==> config.mk <==
export PLATFORM = sky130hd
export DESIGN_NAME = uart_rxq
export DESIGN_NICKNAME = d
export VERILOG_FILES = /design/src/rtl/uart_rxq_pkg.sv /design/src/rtl/uart_rxq_ctl.sv /design/src/rtl/uart_rxq_store.sv /design/src/rtl/uart_rxq_tmo.sv /design/src/rtl/uart_rxq.sv
export SDC_FILE = /design/constraint.sdc
export NUM_CORES = 1
export LEC_CHECK = 0
export BUFFER_PORTS_ARGS = -buffer_cell sky130_fd_sc_hd__buf_2
export CORE_ASPECT_RATIO = 1.1
export CORE_MARGIN = 2
export CORE_UTILIZATION = 45
export DETAILED_ROUTE_END_ITERATION = 10
export PLACE_DENSITY = 0.61
export SLEW_MARGIN = 5
export SYNTH_ARGS = -nofsm -noshare
export SYNTH_HDL_FRONTEND = slang
export SYNTH_SLANG_ARGS = --single-unit
==> constraint.sdc <==
create_clock -name clk_i -period 8.4 [get_ports clk_i]
set_input_delay 0.84 -clock clk_i [delete_from_list [all_inputs] [get_ports clk_i]]
set_output_delay 0.84 -clock clk_i [all_outputs]
set_load 0.01 [all_outputs]
==> src/rtl/uart_rxq_pkg.sv <==
package uart_rxq_pkg;
  localparam int CTL_EN  = 0;
  localparam int CTL_RXF = 1;
  localparam int CTL_TXF = 2;
  localparam logic [7:0] CTL_KEEP = 8'hC9;
  localparam int MAX_FRAME = 12;

  typedef enum logic [1:0] {LVL_A = 2'd0, LVL_B = 2'd1, LVL_C = 2'd2, LVL_D = 2'd3} trig_sel_e;

  function automatic int trig_level(trig_sel_e s);
    case (s)
      LVL_A:   return 1;
      LVL_B:   return 4;
      LVL_C:   return 8;
      default: return 14;
    endcase
  endfunction

  // start + data + parity + stop
  function automatic int frame_bits(logic [3:0] lcr);
    return 1 + 5 + int'(lcr[1:0]) + int'(lcr[3]) + (lcr[2] ? 2 : 1);
  endfunction
endpackage

==> src/rtl/uart_rxq_ctl.sv <==
module uart_rxq_ctl
  import uart_rxq_pkg::*;
(
  input  logic       clk_i,
  input  logic       rst_ni,
  input  logic       we_i,
  input  logic [7:0] wdata_i,
  output logic [7:0] ctl_o,
  output logic       rx_flush_o,
  output logic       tx_flush_o
);
  logic [7:0] ctl_q;
  logic       wr_eff, en_chg, tx_q;

  assign wr_eff     = we_i && (wdata_i != ctl_q);
  assign en_chg     = wdata_i[CTL_EN] ^ ctl_q[CTL_EN];
  assign rx_flush_o = wr_eff && (wdata_i[CTL_RXF] || en_chg);

  always_ff @(posedge clk_i or negedge rst_ni) begin
    if (!rst_ni) begin
      ctl_q <= '0;
      tx_q  <= 1'b0;
    end else begin
      tx_q <= wr_eff && (wdata_i[CTL_TXF] || en_chg);
      if (wr_eff) ctl_q <= wdata_i & CTL_KEEP;
    end
  end

  assign ctl_o      = ctl_q;
  assign tx_flush_o = tx_q;
endmodule

==> src/rtl/uart_rxq_store.sv <==
module uart_rxq_store #(
  parameter int DEPTH = 16,
  parameter int DW    = 8,
  localparam int CW   = $clog2(DEPTH + 1),
  localparam int PW   = (DEPTH > 1) ? $clog2(DEPTH) : 1
) (
  input  logic          clk_i,
  input  logic          rst_ni,
  input  logic          flush_i,
  input  logic          push_i,
  input  logic          pop_i,
  input  logic [DW-1:0] wdata_i,
  output logic [DW-1:0] rdata_o,
  output logic [CW-1:0] count_o
);
  logic [DW-1:0] mem [DEPTH];
  logic [PW-1:0] wr_ptr, rd_ptr;
  logic [CW-1:0] cnt;

  function automatic logic [PW-1:0] nxt(logic [PW-1:0] p);
    return (p == PW'(DEPTH - 1)) ? '0 : p + PW'(1);
  endfunction

  always_ff @(posedge clk_i) begin
    if (push_i && !flush_i) mem[wr_ptr] <= wdata_i;
  end

  always_ff @(posedge clk_i or negedge rst_ni) begin
    if (!rst_ni) begin
      wr_ptr <= '0;
      rd_ptr <= '0;
      cnt    <= '0;
    end else if (flush_i) begin
      wr_ptr <= '0;
      rd_ptr <= '0;
      cnt    <= '0;
    end else begin
      if (push_i) wr_ptr <= nxt(wr_ptr);
      if (pop_i)  rd_ptr <= nxt(rd_ptr);
      case ({push_i, pop_i})
        2'b10:   cnt <= cnt + CW'(1);
        2'b01:   cnt <= cnt - CW'(1);
        default: cnt <= cnt;
      endcase
    end
  end

  assign rdata_o = (cnt != '0) ? mem[rd_ptr] : '0;
  assign count_o = cnt;
endmodule

==> src/rtl/uart_rxq_tmo.sv <==
module uart_rxq_tmo #(
  parameter int TW = 6
) (
  input  logic          clk_i,
  input  logic          rst_ni,
  input  logic          flush_i,
  input  logic          reload_i,
  input  logic          clr_i,
  input  logic          arm_i,
  input  logic          tick_i,
  input  logic [TW-1:0] limit_i,
  output logic          pend_o
);
  logic [TW-1:0] cnt;
  logic          pend;

  always_ff @(posedge clk_i or negedge rst_ni) begin
    if (!rst_ni) begin
      cnt  <= '0;
      pend <= 1'b0;
    end else if (flush_i) begin
      cnt  <= '0;
      pend <= 1'b0;
    end else if (reload_i) begin
      cnt <= '0;
      if (clr_i) pend <= 1'b0;
    end else if (arm_i && !pend && tick_i) begin
      if (cnt == limit_i - TW'(1)) begin
        cnt  <= '0;
        pend <= 1'b1;
      end else begin
        cnt <= cnt + TW'(1);
      end
    end
  end

  assign pend_o = pend;
endmodule

==> src/rtl/uart_rxq.sv <==
module uart_rxq
  import uart_rxq_pkg::*;
#(
  parameter int DEPTH = 16,
  parameter int DW    = 8,
  parameter int CHARS = 4,
  localparam int CW   = $clog2(DEPTH + 1)
) (
  input  logic          clk_i,
  input  logic          rst_ni,
  input  logic          rx_valid_i,
  input  logic [DW-1:0] rx_data_i,
  input  logic          rd_i,
  input  logic          ctl_we_i,
  input  logic [7:0]    ctl_wdata_i,
  input  logic [3:0]    lcr_i,
  input  logic          bit_tick_i,
  output logic [DW-1:0] rd_data_o,
  output logic [CW-1:0] count_o,
  output logic          data_ready_o,
  output logic          trig_hit_o,
  output logic          timeout_o,
  output logic          overrun_o,
  output logic [7:0]    ctl_o,
  output logic          tx_flush_o
);
  localparam int TW = $clog2(CHARS * MAX_FRAME + 1);

  logic [7:0]    ctl;
  logic          rx_flush, en, push, pop, at_cap, ovr_q;
  logic [CW-1:0] cnt, cap, lvl;
  logic [TW-1:0] limit;

  uart_rxq_ctl u_ctl (
    .clk_i      (clk_i),
    .rst_ni     (rst_ni),
    .we_i       (ctl_we_i),
    .wdata_i    (ctl_wdata_i),
    .ctl_o      (ctl),
    .rx_flush_o (rx_flush),
    .tx_flush_o (tx_flush_o)
  );

  assign en     = ctl[CTL_EN];
  assign cap    = en ? CW'(DEPTH) : CW'(1);
  assign at_cap = (cnt >= cap);
  assign push   = rx_valid_i && !rx_flush && !at_cap;
  assign pop    = rd_i && !rx_flush && (cnt != '0);
  assign lvl    = CW'(trig_level(trig_sel_e'(ctl[7:6])));
  assign limit  = TW'(CHARS * frame_bits(lcr_i));

  uart_rxq_store #(.DEPTH(DEPTH), .DW(DW)) u_store (
    .clk_i   (clk_i),
    .rst_ni  (rst_ni),
    .flush_i (rx_flush),
    .push_i  (push),
    .pop_i   (pop),
    .wdata_i (rx_data_i),
    .rdata_o (rd_data_o),
    .count_o (cnt)
  );

  uart_rxq_tmo #(.TW(TW)) u_tmo (
    .clk_i    (clk_i),
    .rst_ni   (rst_ni),
    .flush_i  (rx_flush),
    .reload_i (push || rd_i),
    .clr_i    (rd_i),
    .arm_i    (en && (cnt != '0)),
    .tick_i   (bit_tick_i),
    .limit_i  (limit),
    .pend_o   (timeout_o)
  );

  always_ff @(posedge clk_i or negedge rst_ni) begin
    if (!rst_ni)                     ovr_q <= 1'b0;
    else if (rx_flush)               ovr_q <= 1'b0;
    else if (rx_valid_i && at_cap)   ovr_q <= 1'b1;
  end

  assign count_o      = cnt;
  assign data_ready_o = (cnt != '0);
  assign trig_hit_o   = en ? (cnt >= lvl) : (cnt != '0);
  assign overrun_o    = ovr_q;
  assign ctl_o        = ctl;
endmodule

==> results.toml, run 1 <==
[clock_tree]
numCtsBuffers = 17
clock-root-buffer = "clkbuf_16"
clk_latency_ns = 0.42
cts_tree = "yes"
htreeDepth = 4
clk_pin_slew_ns = 0.06
cts_sinks = 154
post_cts_buffers = 0
cts_resized = 0
cts.path.max_buffers = 2
postCtsHoldBufs = 0

[critical_path]
worstPathMaxFanout = 37
path_cells = "mux4_1, mux4_2, and2_1, buf_2"
end_kind = "primary output"
crit_slowest_cell = "dfrtp_2"
path_class = "reg2out"
r2r_setup_slack_ns = 4.94
arrival_ns = 3.03
start_kind = "flip-flop"
critPathMaxStageDelay_ns = 1.08
crit_required_ns = 7.56

[placement]
dp_hpwl_um = 8580
gp_congestion = 0.782
pre_cts_ws_ns = 4.93
placed_area_um2 = 7260
portBuffers = 45

[finish]
fill_cells = 1264
antenna-diode-count = 0
final_util_pct = 52.1
finalInstanceArea_um2 = 7850
nNetsFinal = 505
synthToLayoutAreaGrowth_pct = 12.9
drive_gt1_share_pct = 22.7

[power]
clock_power_share_pct = 32.9
p_per_area_nw_per_um2 = 291
p_switching_uw = 677
power_uw = 2280
switching_share_pct = 29.7
comb_power_share_pct = 24.4
internal-power_uw = 1600
power.leakage_uw = 0.00283
seq_power_share_pct = 42.8
irDropWorstVdd_v = 0.000143

[sta]
fmax_mhz = 258
finClkSkew_ns = 0.00834
tightestPinTransition_ns = 1.12
slew_headroom_pct = 24.7
drv_slew = 0
layout_setup_ws_ns = 4.53
setup-tns-final_ns = 0
fin_crit_sh_pct = 46.1
hold_viol_final = 0
post-route-min-period_ns = 3.87
setup_violations = 0
rsz0062_at_grt = "false"

[drt]
drt_drc_violations_left = 0
drt_iter0_drc = 289
ant_nets = 0
via_count = 3669
drt-vias-per-instance = 5.50
wl_per_cell_um = 20.3
wl_um = 13500
first_pass_iters = 5

[synth]
synthFlopType = "edfxtp_1"
synth-seq-cells = 154
yosysUniqueCellTypes = 48
synth_area_um2 = 6950
syn_inst = 410
synth_area_leaders = "edfxtp_1 (55%), dfrtp_1 (9.4%), mux4_1 (8.7%), mux4_2 (5.5%), ha_1 (3.4%)"
yosysTopAreaCell = "edfxtp_1"
synth_most_common_cell = "edfxtp_1"
yosysTopAreaCellShare_pct = 55.3
async_flop_share_pct = 16.9
avgSynthCellArea_um2 = 17.0
synth-seq-area-share_pct = 64.7
synth_edf_count = 128
yosysWarningCount = 0
synth_common_cells = "edfxtp_1 (128), nor2_1 (32), dfrtp_1 (26)"

[floorplanning]
rows = 47
pin_count = 52
die_h_um = 134
die_x_um = 122
core-area_um2 = 15100
die_area_um2 = 16500
start_util_pct = 46.2

[run]
drv_cap = 0

[run_status]
status = "completed"

[global_routing]
antenna_found_initial = 0
grt_max_degree = 38
grt.total_usage_pct = 17.8
grt_pass1_wl_um = 20900
grt.overflow.total = 0
first_global_vias = 3723

[worst_hold_path]
hp-class = "in2async"
[per-layer routing]
metal	vias up	global-route usage, %	share of wire, %
met5	-	0	0
met4	0	6.64	1.7
met3	19	4.93	4.8
met2	91	29.3	51
met1	1864	22.6	42
li1	1695	-	-
[area by class of cell]
type	instances	area [um2]	share of cell area (%)
Clock buffer	17	425	5.42
Multi-Input combinational cell	222	2220	28.3
Tap cell	196	245	3.12
Timing Repair Buffer	47	240	3.06
Inverter	16	60.1	0.765
Clock inverter	15	163	2.07
Sequential cell	154	4500	57.3
[stage by stage]
stage          hold WS (ns)  instances
2_1_floorplan         0.526        413
3_3_place_gp          0.489        635
3_5_place_dp          0.500        635
4_1_cts               0.439        667
5_1_grt               0.467        667
6_report              0.429        667
[critical path: cells and delay by family (launching register included)]
family | cells | cell delay, ns
buf+inv | 1 | 0.14
flops | 1 | 1.08
mux | 2 | 1.18
simple gates | 1 | 0.19
[flip-flops by register name, indices dropped and copies added (netlist names)]
signal and flops:
u_tmo.pend_o 1, u_ctl.tx_flush_o 1, u_store.rd_ptr 4, u_store.count_o 5, u_store.wr_ptr 4, overrun_o 1, u_ctl.ctl_o 4, u_store.mem 128
u_tmo.cnt 6
[logic make-up after synthesis]
family                     count (synthesis)  synth area share (%)
buffers and inverters                     37                  3.74
AOI/OAI and AO/OA                         41                  4.14
muxes                                     44                  14.8
xor gates and xnor gates                  12                  1.51
other                                      1                0.0540
adders and majority gates                 21                  4.00
DFF                                      154                  64.7
and+or+nand+nor                          100                  7.09
[final timing paths]
kind                                    start           endpoint  cells after the start
setup / recovery            u_store.rd_ptr[0]       rd_data_o[7]                      4
hold / removal                         rst_ni       u_tmo.cnt[5]                      1
setup reg to reg           u_store.count_o[0]  u_store.mem[1][5]                      8
hold reg to reg                u_ctl.ctl_o[3]     u_ctl.ctl_o[3]                      1
max in group asynchronous              rst_ni  u_store.rd_ptr[0]                      1
min in group clk_i             u_ctl.ctl_o[3]     u_ctl.ctl_o[3]                      1
[power groups by stage]
stage	clock [uW]	combinational [uW]	sequential [uW]
3_5_place_dp	0	563	996
6_report	750	556	975
3_3_place_gp	0	553	994
4_1_cts	764	566	980
2_1_floorplan	0	492	918
5_1_grt	795	617	988
[placed cells by master (no fill, tap or decap), drive strengths merged, types with 10 or more instances in the layout]
cell type    n
a21oi       12
and2        10
buf         47
clkbuf      17
dfrtp       26
edfxtp     128
ha          19
inv         21
mux4        40
nand2       19
nor2        32
nor3        10
Note: power is estimated with default switching activity, not from simulation.
==> run 2, diff against run 1 <==
==> constraint.sdc (replaced) <==
create_clock -name clk_i -period 4 [get_ports clk_i]
set_input_delay 0.4 -clock clk_i [delete_from_list [all_inputs] [get_ports clk_i]]
set_output_delay 0.4 -clock clk_i [all_outputs]
set_load 0.01 [all_outputs]
==> run 2 against run 1 <==
  * First-iteration DRC count up 20%
  * Sequential share of layout area down 1.3 points
  * Largest cell class unchanged
  * Via count increased by 3.9%
  * Wire length increased by 2.4%
  * Flip-flop and latch count unchanged
  * Final area grew 2.3%
  * Worst setup slack got worse by 3.8 ns
  * Non-clock buffer count increased by 21
  * Critical path depth is 1 higher
  * Clock power up 120%
  * Largest power group unchanged
==> results.toml, run 2 (synthesis gave the netlist of run 1 again) <==
[run_status]
status = "completed"

[global_routing]
antenna_found_initial = 0
grt.overflow.total = 0
grt.total_usage_pct = 18.3
grt_pass1_wl_um = 21600
grt_max_degree = 37
first_global_vias = 3809

[sta]
hold_viol_final = 0
tightestPinTransition_ns = 0.735
fmax_mhz = 301
setup_violations = 0
post-route-min-period_ns = 3.32
setup-tns-final_ns = 0
holdWs_ns = 0.202
drv_slew = 0
finClkSkew_ns = 0.00575
slew_headroom_pct = 50.8
fin_crit_sh_pct = 83.0
rsz0062_at_grt = "false"

[power]
p_per_area_nw_per_um2 = 612
clock_power_share_pct = 34.1
internal-power_uw = 3510
comb_power_share_pct = 26.3
seq_power_share_pct = 39.6
switching_share_pct = 28.6
p_switching_uw = 1410
power.leakage_uw = 0.00295
irDropWorstVdd_v = 0.000303

[drt]
drt_drc_violations_left = 0
first_pass_iters = 4
wl_per_cell_um = 20.1
via_count = 3813
ant_nets = 0
drt-vias-per-instance = 5.54
drt_iter0_drc = 346
wl_um = 13900

[finish]
drive_gt1_share_pct = 25.2
mostFrequentLayoutCells = "edfxtp_1 (128), buf_2 (45), nor2_1 (32)"
nNetsFinal = 526
largest_register = "u_store.mem"
layout_commonest_cell = "edfxtp_1"
antenna-diode-count = 0
fin_cells = 688
synthToLayoutAreaGrowth_pct = 15.6
largest_reg_flops = 128

[worst_hold_path]
hp-class = "in2reg"

[critical_path]
arrival_ns = 2.92
path_class = "reg2out"
start_kind = "flip-flop"
r2r_cells = 7
crit_required_ns = 3.60
rr_startpoint = "u_store.count_o[0]"
r2r_setup_slack_ns = 0.90
critPathMaxStageDelay_ns = 0.75
worstPathMaxFanout = 21
cp-startpoint = "u_store.rd_ptr[0]"
end_kind = "primary output"
worst_r2r_endpoint = "u_store.mem[7][5]"
path_cells = "buf_4, mux4_1, mux4_2, and2_1, buf_2"
crit_slowest_cell = "dfrtp_2"
crit_path_end = "rd_data_o[3]"

[clock_tree]
post_cts_buffers = 0
cts_sinks = 154
cts_tree = "yes"
cts.path.max_buffers = 2
clk_pin_slew_ns = 0.06
numCtsBuffers = 17
clock-root-buffer = "clkbuf_16"
htreeDepth = 4
clk_latency_ns = 0.42

[placement]
dp.cells = 655
dp_hpwl_um = 9170
gp_congestion = 0.786
portBuffers = 45

[floorplanning]
die_area_um2 = 16500
pin_count = 52
die_x_um = 122
rows = 47
core-area_um2 = 15100
die_h_um = 134
start_util_pct = 46.2

[run]
drv_cap = 0
## run 2: cell types whose count changed in the layout (fill, tap and decap cells not counted), sizes merged
cell,previous run,this run
buf,47,67
bufinv,2,4
inv,21,19
dlygate4sd3,0,1
## run 2: stage by stage
| stage | power (uW) | instance area, um2 | setup WS (ns) | utilization (%) |
|---|---|---|---|---|
| 2_1_floorplan | 2960 | 6960 | 1.22 | - |
| 5_1_grt | 5180 | 8030 | 0.574 | 53.3 |
| 3_5_place_dp | 3290 | 7400 | 0.839 | 49.1 |
| 6_report | 4910 | 8030 | 0.678 | 53.3 |
| 4_1_cts | 4990 | 8030 | 0.618 | 53.3 |
| 3_3_place_gp | 3260 | 7400 | 0.898 | 49.1 |
## run 2: worst min-delay path by stage
stage / cells after the start / to / slack (ns) / start
2_1_floorplan: 0 / overrun_o / 0.10 / rst_ni
4_1_cts: 3 / u_ctl.ctl_o[6] / 0.18 / ctl_wdata_i[6]
3_5_place_dp: 1 / u_tmo.cnt[5] / 0.45 / rst_ni
6_report: 3 / u_ctl.ctl_o[6] / 0.20 / ctl_wdata_i[6]
5_1_grt: 2 / u_ctl.tx_flush_o / 0.19 / ctl_wdata_i[2]
3_3_place_gp: 1 / u_tmo.cnt[5] / 0.44 / rst_ni
## run 2: power groups by stage
stage | logic [uW] | clock network [uW] | registers [uW]
after floorplan | 1030 | 0 | 1930
after global placement | 1290 | 0 | 1970
after detailed placement | 1310 | 0 | 1980
after CTS | 1320 | 1720 | 1950
after global routing | 1430 | 1790 | 1960
final | 1290 | 1680 | 1950
## run 2: cell type report
class | count | area (um2)
fillers | 1222 | 7020
inverters | 16 | 60.1
clock inverters | 15 | 198
clock buffers | 17 | 425
repair buffers | 68 | 400
flip-flops and latches | 154 | 4500
multi-input cells | 222 | 2210
well taps | 196 | 245
## run 2: metal layers
layer / wire [um] / track usage (%)
met5: 0 / 0
met4: 276 / 8.05
met3: 710 / 3.61
met2: 6790 / 28.7
met1: 6080 / 24.8
## run 2: worst max-delay path, delay by kind of cell, from the launching register on
kind | cells | cell delay, ns
buf+inv | 2 | 0.48
mux | 2 | 1.07
simple gates | 1 | 0.18
flops | 1 | 0.75
## run 2: what timing repair did
action | in CTS | in global routing
hold endpoints to repair | 26 | 0
gates resized for setup | 0 | 0
hold buffers | 1 | 0
==> run 3, diff against run 2 <==
--- a/config.mk
+++ b/config.mk
@@ -10,7 +10,7 @@
 export CORE_MARGIN = 2
 export CORE_UTILIZATION = 45
 export DETAILED_ROUTE_END_ITERATION = 10
-export PLACE_DENSITY = 0.61
+export PLACE_DENSITY = 0.63
 export SLEW_MARGIN = 5
 export SYNTH_ARGS = -nofsm -noshare
 export SYNTH_HDL_FRONTEND = slang
==> constraint.sdc (replaced) <==
create_clock -name clk_i -period 2.7 [get_ports clk_i]
set_input_delay 0.27 -clock clk_i [delete_from_list [all_inputs] [get_ports clk_i]]
set_output_delay 0.27 -clock clk_i [all_outputs]
set_load 0.01 [all_outputs]
==> run 3 against run 2 <==
  * The run now ends with negative setup slack left
  * Power grew 53%
  * Global-route usage shrank 0.64 points
  * Combinational power grew 94%
  * Utilization grew 0.84 points
  * Via count grew 0.34%
  * Final area grew 1.6%
  * Die area is the same
  * Largest cell class unchanged
  * Largest power group unchanged
  * Highest routed layer unchanged
==> results.toml, run 3 (synthesis gave the netlist of run 1 again) <==
[floorplanning]
start_util_pct = 46.2
die_area_um2 = 16500
rows = 47
pin_count = 52
die_x_um = 122
die_h_um = 134
core-area_um2 = 15100

[finish]
antenna-diode-count = 0
fin_cells = 702
layout_commonest_cell = "edfxtp_1"
drive_gt1_share_pct = 33.4
mostFrequentLayoutCells = "edfxtp_1 (128), buf_2 (43), mux4_2 (38)"
nNetsFinal = 540
synthToLayoutAreaGrowth_pct = 17.4
largest_reg_flops = 128
largest_register = "u_store.mem"
final_util_pct = 54.2

[critical_path]
path_class = "reg2out"
crit_slowest_cell = "mux4_2"
r2r_cells = 12
path_cells = "buf_6, buf_12, mux4_2, mux4_2, and2_4, buf_6"
rr_startpoint = "u_ctl.ctl_o[0]"
crit_required_ns = 2.43
r2r_setup_slack_ns = 0.13
crit_buf_inv = 3
worst_r2r_endpoint = "u_store.count_o[4]"
start_kind = "flip-flop"
crit_family = "multiplexers"
worstPathMaxFanout = 8
end_kind = "primary output"
critPathMaxStageDelay_ns = 0.52
arrival_ns = 2.48

[sta]
rsz0062_at_grt = "true"
holdWs_ns = 0.0563
setup_violations = 6
hold_viol_final = 0
post-route-min-period_ns = 2.75
fmax_mhz = 364
layout_setup_ws_ns = -0.0451
finClkSkew_ns = 0.00739
fin_crit_sh_pct = 102
setup-tns-final_ns = -0.149
slew_headroom_pct = 56.5
tightestPinTransition_ns = 0.653
drv_slew = 0

[global_routing]
first_global_vias = 3987
grt_max_degree = 37
grt.total_usage_pct = 17.6
grt_pass1_wl_um = 21400
grt.overflow.total = 0
antenna_found_initial = 0

[drt]
ant_nets = 0
via_count = 3826
drt_iter0_drc = 303
drt_drc_violations_left = 0
drt-vias-per-instance = 5.45
wl_um = 13600
first_pass_iters = 7
wl_per_cell_um = 19.4

[placement]
portBuffers = 45
dp_hpwl_um = 9290
gp_congestion = 0.781
dp.cells = 664

[clock_tree]
clock-root-buffer = "clkbuf_16"
cts_tree = "yes"
cts_sinks = 154
clk_pin_slew_ns = 0.06
clk_latency_ns = 0.42
cts.path.max_buffers = 2
htreeDepth = 4
numCtsBuffers = 17

[power]
irDropWorstVdd_v = 0.000577
p_per_area_nw_per_um2 = 924
power.leakage_uw = 0.00296
power_uw = 7540

[worst_hold_path]
min_path_cells = 3
hp-start = "ctl_wdata_i[7]"
hp-class = "in2reg"
hold_path_end = "u_ctl.ctl_o[7]"

[run_status]
status = "complete, but fails checks"
violations = "negative setup slack"

[run]
drv_cap = 0
[run 3: cell count changes in the layout (fill, tap and decap cells not counted), moves of 3 or more]
cell / previous run / this run
buf_8: 0 / 3
nor3_2: 1 / 4
buf_6: 0 / 3
bufinv_16: 4 / 1
mux4_1: 23 / 2
buf_12: 0 / 4
nor3_1: 9 / 6
buf_4: 22 / 27
mux4_2: 17 / 38
[run 3: cell type report]
type,instances,area (um2)
clock buffer,17,425
clock inverter,15,141
timing repair buffer,82,614
multi-input combinational,222,2170
tap,196,245
inverter,16,60.1
fill,1211,6900
sequential,154,4500
[run 3: worst register-to-register path, delay by kind of cell, from the launching register on]
family,cells,cell delay [ns]
DFF,1,0.38
adders and majority gates,2,0.42
AOI/OAI and AO/OA,3,0.51
buffers and inverters,2,0.20
and+or+nand+nor,5,0.95
[run 3: stage by stage]
step	instance area, um2	setup slack, ns
3_3_place_gp	7490	0.128
5_1_grt	8160	-0.0872
4_1_cts	8110	-0.0569
2_1_floorplan	6960	0.00636
6_report	8160	-0.0451
3_5_place_dp	7490	0.0486
[run 3: per-layer routing]
layer  up-vias  GRT usage (%)  part of all wire [%]
met2       108           30.0                    52
met5         -              0                     0
met1      1956           22.6                    42
met3        12           4.08                   5.1
li1       1750              -                     -
met4         0           4.98                  0.92
[run 3: worst max path at each step]
| stage | start | endpoint | cells past startpoint |
|---|---|---|---|
| after floorplan | u_store.count_o[0] | u_store.count_o[4] | 12 |
| after global placement | u_ctl.ctl_o[0] | u_store.count_o[4] | 12 |
| after detailed placement | u_ctl.ctl_o[0] | u_store.count_o[4] | 12 |
| after CTS | u_store.rd_ptr[0] | rd_data_o[0] | 6 |
| after global routing | u_store.rd_ptr[0] | rd_data_o[0] | 6 |
| final | u_store.rd_ptr[0] | rd_data_o[0] | 6 |
[run 3: what timing repair did]
action	CTS	global route
hold buffers	1	0
setup buffers	4	0
resized for setup	34	11
cloned	1	0
endpoints found under the setup margin	8	23
hold endpoints to repair	26	0
[run 3: report_power, final]
part           leakage, uW  switching, uW  internal (uW)  total [uW]
Sequential         0.00149           78.1           2700        2780
Combinational      0.00119           1210           1290        2500
Clock             0.000272            975           1280        2260
